<file path="src/rtl/ssl_adapt_pkg.sv">
`timescale 1ns/1ps
package ssl_adapt_pkg;
   // direction in which one tap counter moves on a valid symbol
   typedef enum logic [1:0] {
      STEP_HOLD = 2'd0,
      STEP_UP   = 2'd1,
      STEP_DOWN = 2'd2
   } step_e;
endpackage

</file>
<file path="src/rtl/ssl_mode_ctrl.sv">
`timescale 1ns/1ps
module ssl_mode_ctrl #(
   parameter int TRAIN_W = 16
) (
   input  logic               clk,
   input  logic               rst_n,
   input  logic               sym_valid,
   input  logic               train_start,
   input  logic [TRAIN_W-1:0] train_len,
   output logic               dd_mode
);
   logic [TRAIN_W-1:0] sym_cnt;
   logic [TRAIN_W-1:0] cnt_inc;
   logic               dd_q;

   assign cnt_inc = sym_cnt + {{(TRAIN_W-1){1'b0}}, 1'b1};
   assign dd_mode = dd_q;

   always_ff @(posedge clk or negedge rst_n) begin
      if (!rst_n) begin
         sym_cnt <= '0;
         dd_q    <= 1'b0;
      end else if (train_start) begin
         sym_cnt <= '0;
         dd_q    <= 1'b0;
      end else if (!dd_q) begin
         if (sym_cnt >= train_len) begin
            dd_q <= 1'b1;
         end else if (sym_valid) begin
            sym_cnt <= cnt_inc;
            if (cnt_inc >= train_len) dd_q <= 1'b1;
         end
      end
   end


   dd_fall_chk: assert property (@(posedge clk) disable iff (!rst_n)
      $fell(dd_q) |-> $past(train_start));

   dd_rise_chk: assert property (@(posedge clk) disable iff (!rst_n)
      $rose(dd_q) |-> !$past(train_start));

   dd_hold_chk: assert property (@(posedge clk) disable iff (!rst_n)
      (dd_q && !train_start) |=> dd_q);

   cnt_idle_chk: assert property (@(posedge clk) disable iff (!rst_n)
      (!sym_valid && !train_start) |=> $stable(sym_cnt));
endmodule

</file>
<file path="src/rtl/ssl_tap_cnt.sv">
`timescale 1ns/1ps
module ssl_tap_cnt
   import ssl_adapt_pkg::*;
#(
   parameter int CNT_W = 10,
   parameter int WT_W  = 8
) (
   input  logic            clk,
   input  logic            rst_n,
   input  logic            sym_valid,
   input  logic            freeze,
   input  logic            load,
   input  logic [WT_W-1:0] load_wt,
   input  step_e           step,
   output logic [WT_W-1:0] weight
);
   localparam int SHIFT = CNT_W - WT_W;
   localparam logic signed [CNT_W-1:0] CNT_MAX = {1'b0, {(CNT_W-1){1'b1}}};
   localparam logic signed [CNT_W-1:0] CNT_MIN = {1'b1, {(CNT_W-1){1'b0}}};
   localparam logic signed [CNT_W-1:0] ONE     = {{(CNT_W-1){1'b0}}, 1'b1};

   logic signed [CNT_W-1:0] cnt_q;
   logic signed [CNT_W-1:0] cnt_d;
   logic signed [CNT_W-1:0] preset;

   generate
      if (SHIFT > 0) begin : g_frac
         assign preset = {load_wt, {SHIFT{1'b0}}};
      end else begin : g_full
         assign preset = load_wt;
      end
   endgenerate

   always_comb begin
      cnt_d = cnt_q;
      if (load) begin
         cnt_d = preset;
      end else if (sym_valid && !freeze) begin
         case (step)
            STEP_UP:   if (cnt_q != CNT_MAX) cnt_d = cnt_q + ONE;
            STEP_DOWN: if (cnt_q != CNT_MIN) cnt_d = cnt_q - ONE;
            default:   cnt_d = cnt_q;
         endcase
      end
   end

   always_ff @(posedge clk or negedge rst_n) begin
      if (!rst_n) cnt_q <= '0;
      else        cnt_q <= cnt_d;
   end

   assign weight = cnt_q[CNT_W-1 -: WT_W];


   no_wrap_hi_chk: assert property (@(posedge clk) disable iff (!rst_n)
      ($past(cnt_q) == CNT_MAX && !$past(load)) |-> cnt_q != CNT_MIN);

   no_wrap_lo_chk: assert property (@(posedge clk) disable iff (!rst_n)
      ($past(cnt_q) == CNT_MIN && !$past(load)) |-> cnt_q != CNT_MAX);

   unit_step_chk: assert property (@(posedge clk) disable iff (!rst_n)
      !$past(load) |-> (cnt_q == $past(cnt_q) || cnt_q == $past(cnt_q) + ONE
                        || cnt_q == $past(cnt_q) - ONE));

   freeze_hold_chk: assert property (@(posedge clk) disable iff (!rst_n)
      ($past(freeze) && !$past(load)) |-> cnt_q == $past(cnt_q));

   idle_hold_chk: assert property (@(posedge clk) disable iff (!rst_n)
      (!$past(sym_valid) && !$past(load)) |-> $stable(cnt_q));

   load_val_chk: assert property (@(posedge clk) disable iff (!rst_n)
      $past(load) |-> weight == $past(load_wt));
endmodule

</file>
<file path="src/rtl/ssl_tap_adapt.sv">
`timescale 1ns/1ps
module ssl_tap_adapt
   import ssl_adapt_pkg::*;
#(
   parameter int NTAPS   = 4,
   parameter int CNT_W   = 10,
   parameter int WT_W    = 8,
   parameter int TRAIN_W = 16
) (
   input  logic                  clk,
   input  logic                  rst_n,
   input  logic                  sym_valid,
   input  logic                  ysign,
   input  logic                  above_hi,
   input  logic                  above_lo,
   input  logic                  train_bit,
   input  logic [NTAPS-1:0]      data_hist,
   input  logic                  train_start,
   input  logic [TRAIN_W-1:0]    train_len,
   input  logic                  freeze,
   input  logic                  load,
   input  logic [NTAPS*WT_W-1:0] load_wt,
   output logic [NTAPS*WT_W-1:0] weights,
   output logic                  dd_mode
);
   generate
      if (WT_W > CNT_W || WT_W < 2) begin : g_bad_width
         $error("ssl_tap_adapt: WT_W must lie in 2..CNT_W");
      end
      if (NTAPS < 1) begin : g_bad_taps
         $error("ssl_tap_adapt: NTAPS must be at least 1");
      end
   endgenerate

   logic  ref_bit;
   logic  err_pos;
   step_e tap_step [NTAPS];

   ssl_mode_ctrl #(.TRAIN_W(TRAIN_W)) u_mode (
      .clk         (clk),
      .rst_n       (rst_n),
      .sym_valid   (sym_valid),
      .train_start (train_start),
      .train_len   (train_len),
      .dd_mode     (dd_mode)
   );

   // estimate of the sent bit, then the comparator that matches it
   assign ref_bit = dd_mode ? ysign : train_bit;
   assign err_pos = ref_bit ? above_hi : above_lo;

   generate
      for (genvar g = 0; g < NTAPS; g++) begin : g_tap
         assign tap_step[g] = (err_pos == data_hist[g]) ? STEP_DOWN : STEP_UP;

         ssl_tap_cnt #(.CNT_W(CNT_W), .WT_W(WT_W)) u_cnt (
            .clk       (clk),
            .rst_n     (rst_n),
            .sym_valid (sym_valid),
            .freeze    (freeze),
            .load      (load),
            .load_wt   (load_wt[g*WT_W +: WT_W]),
            .step      (tap_step[g]),
            .weight    (weights[g*WT_W +: WT_W])
         );
      end
   endgenerate
endmodule

</file>
<file path="config.mk">
export PLATFORM = sky130hd
export DESIGN_NAME = ssl_tap_adapt
export DESIGN_NICKNAME = d
export VERILOG_FILES = /design/src/rtl/ssl_adapt_pkg.sv /design/src/rtl/ssl_mode_ctrl.sv /design/src/rtl/ssl_tap_cnt.sv /design/src/rtl/ssl_tap_adapt.sv
export SDC_FILE = /design/constraint.sdc
export NUM_CORES = 1
export LEC_CHECK = 0
export BUFFER_PORTS_ARGS = -buffer_cell sky130_fd_sc_hd__buf_2
export CAP_MARGIN = 40
export CORE_MARGIN = 4
export CORE_UTILIZATION = 40
export CTS_CLUSTER_DIAMETER = 60
export DETAILED_ROUTE_END_ITERATION = 10
export PLACE_DENSITY = 0.59
export SLEW_MARGIN = 20
export SYNTH_ARGS = -nofsm -noshare
export SYNTH_HDL_FRONTEND = slang
export SYNTH_SLANG_ARGS = --single-unit
</file>
<file path="constraint.sdc">
create_clock -name clk -period 4.1 [get_ports clk]
set_input_delay 0.205 -clock clk [delete_from_list [all_inputs] [get_ports clk]]
set_output_delay 0.205 -clock clk [all_outputs]
set_load 0.01 [all_outputs]
</file>
==> results.sh <==
export IMPL_cts_tree="built"
export IMPL_num_io_pins=95
export IMPL_root_buffer="clkbuf_16"
export IMPL_num_rows=42
export IMPL_worst_setup_path_start_kind="register"
export IMPL_cts_made_buffers=9
export IMPL_cp_startpoint="u_mode.dd_mode"
export IMPL_post_route_period_util_pct=83.82
export IMPL_final_cells=889
export IMPL_fin_worst_skew_ns=0.004402
export IMPL_min_from="load_wt[11]"
export IMPL_finalMaxSlewViolations=0
export IMPL_finalNetCount=839
export IMPL_synth_area_per_cell_um2=8.454
export IMPL_num_fill_cells=1291
export IMPL_fmax_mhz=291.0
export IMPL_power_density_mw_per_mm2=404.0
export IMPL_period_needed_ns=3.437
export IMPL_die_area_mm2=0.01559
export IMPL_path_class="register to register"
export IMPL_finalHoldViolations=0
export IMPL_netlist_area_mm2=0.005461
export IMPL_placed_cells=870
export IMPL_vias=4734
export IMPL_grt_pass1_wl_um=22560
export IMPL_io_buffers=94
export IMPL_min_path_type="input port to register"
export IMPL_fp_dieH_um=124.9
export IMPL_layout_common_cells="94 x buf_2, 65 x ha_1, 57 x dfrtp_1, 53 x nor2_1, 50 x nand2_1"
export IMPL_grt_max_degree=62
export IMPL_required_ns=4.28
export IMPL_yosys_warnings=0
export IMPL_synth_cell_types=50
export IMPL_holdPathStages=3
export IMPL_arrival_ns=3.62
export IMPL_rr_worst_depth=12
export IMPL_yosys_register_bits=57
export IMPL_path_max_fanout=10
export IMPL_worstSetupEndpointType="register"
export IMPL_synthArstFlopShare_pct=100.0
export IMPL_synth_edff_count=0
export IMPL_slew_headroom_pct=49.46
export IMPL_htree_levels=3
export IMPL_totalWireLength_um=13230
export IMPL_via_per_inst=5.325
export IMPL_cts_max_path_buffers=2
export IMPL_drtIter0Drc=318
export IMPL_grt_antenna_before_repair=0
export IMPL_track_usage_pct=17.31
export IMPL_holdWs_ns=0.08528
export IMPL_path_clk_slew_ns=0.05
export IMPL_leakage_uw=0.002994
export IMPL_antenna_left=0
export IMPL_maxCapViolCount=0
export IMPL_layout_commonest_cell="buf_2"
export IMPL_grt_ovfl_total=0
export IMPL_worst_pin_slew_ns=0.7566
export IMPL_syn_inst=646
export IMPL_post_route_util_pct=46.73
export IMPL_synth_main_ff_cell="dfrtp_1"
export IMPL_cts_resized=0
export IMPL_multi_input_area_mm2=0.003560
export IMPL_cts_sinks=57
export IMPL_ff2ff_setup_slack_ns=0.66
export IMPL_fin_tns_setup_ns=0
export IMPL_num_antenna_cells=0
export IMPL_regArea_mm2=0.001426
export IMPL_r2r_start="u_mode.dd_mode"
export IMPL_initial_core_util_pct=41.08
export IMPL_hold_buffers=1
export IMPL_drive_gt1_share_pct=17.67
export IMPL_setup_viol=0
export IMPL_ir_worst_vdd_mv=0.2031
export IMPL_reg2reg_to="g_tap[0].u_cnt.cnt_q[8]"
export IMPL_syn_num_nets=777
export IMPL_min_to="g_tap[1].u_cnt.cnt_q[5]"
export IMPL_area_growth_pct=13.75
export IMPL_drc=0
export IMPL_postCtsSetupRepairBufs=0
export IMPL_gp_congestion=0.8392
export IMPL_firstDrtPassIters=4
export IMPL_yosysSeqAreaShare_pct=26.12
export IMPL_grt_pass1_vias=4742
export IMPL_coreArea_mm2=0.01330
export IMPL_clk_latency_ns=0.33
export IMPL_hpwl_um=10350
export IMPL_power_uw=2510
export IMPL_fp_dieW_um=124.9
export IMPL_rsz0062_at_grt="false"
export IMPL_wire_per_inst_um=14.89
export IMPL_outcome="finished clean"
## power by group
part           internal (µW)  switching [µW]  total, µW
combinational            426             525        951
clock                    562             268        831
sequential               629            99.0        728
## critical path: stages, from the launching register on
cell and delay, ns:
dfrtp_1 0.39, mux2i_2 0.31, mux2i_4 0.41, xnor2_1 0.25, inv_1 0.28, fa_1 0.48
a211oi_1 0.32, nor2_1 0.12, o31ai_1 0.26, a21oi_1 0.12, xor2_1 0.15, nand3_1 0.08
o311ai_1 0.10
## worst max path at each step
stage | end | depth (start not counted)
floorplan | g_tap[0].u_cnt.cnt_q[9] | 12
global placement | g_tap[0].u_cnt.cnt_q[9] | 12
detailed placement | g_tap[0].u_cnt.cnt_q[9] | 12
CTS | g_tap[0].u_cnt.cnt_q[9] | 12
global route | g_tap[0].u_cnt.cnt_q[9] | 12
finish | g_tap[0].u_cnt.cnt_q[8] | 12
## state kept, by name (all words and copies together) (netlist names)
register and count:
u_mode.dd_mode 1, u_mode.sym_cnt 16, g_tap.u_cnt.cnt_q 40
## cells in the mapped netlist (3+ instances only)
cell       instances  share of area (%)
a311oi_1           3               0.48
and3_1             6               0.69
a21boi_0           7               0.96
o21ai_0           26                2.4
xnor2_1           27                4.3
nor2_1            53                3.6
clkbuf_1          11               0.76
inv_1             38                2.6
o2111ai_1          3               0.48
o21ai_1           31                2.8
nor4_1             9                1.0
dfrtp_1           57                 26
or3_1             14                1.6
a21oi_1           47                4.3
o31ai_1            4               0.55
a21o_1            11                1.5
nand4_1           15                1.7
nand3_1           29                2.7
xor2_1            20                3.2
xnor2_2            3               0.89
o211ai_1           3               0.41
mux2i_2            4                1.0
a31oi_1            3               0.34
fa_1               4                1.5
a211oi_1           8                1.1
nand2_1           50                3.4
buf_4             33                4.5
buf_6              3               0.62
o21a_1             3               0.41
o41ai_1            3               0.48
nor3_1             3               0.27
mux2i_1           25                4.6
nor2b_1            6               0.69
ha_1              65                 15
## layout make-up
class	count	area share, %
clock buffers	11	4.068
well taps	176	3.545
multi-input cells	501	57.30
flip-flops and latches	57	22.96
clock inverters	5	1.249
inverters	38	2.296
repair buffers	101	8.580
## stage by stage
stage | area, µm² | worst slack [ns]
3_5_place_dp | 5857 | 0.6768
4_1_cts | 6197 | 0.6635
3_3_place_gp | 5834 | 0.8083
5_1_grt | 6212 | 0.3551
2_1_floorplan | 5461 | 1.000
6_report | 6212 | 0.6633
## metal layers
layer  track usage, %  routed length (µm)  vias to the layer above
li1                 -                   -                     2413
met1            22.66                6195                     2212
met2            28.85                6361                       90
met3            2.873                 426                       19
met4            6.250                 251                        0
met5                0                   0                        -
## kinds of logic after synthesis
| logic type | Yosys count | synth area share, % |
|---|---|---|
| AO/OA/AOI/OAI | 163 | 18.12 |
| XOR/XNOR | 50 | 8.431 |
| adder cells (fa/ha/maj) | 69 | 16.36 |
| buffers and inverters | 88 | 8.774 |
| flip-flops | 57 | 26.12 |
| multiplexers | 30 | 6.002 |
| AND/OR/NAND/NOR | 189 | 16.20 |
No activity file was read; power rests on OpenSTA's default activity.
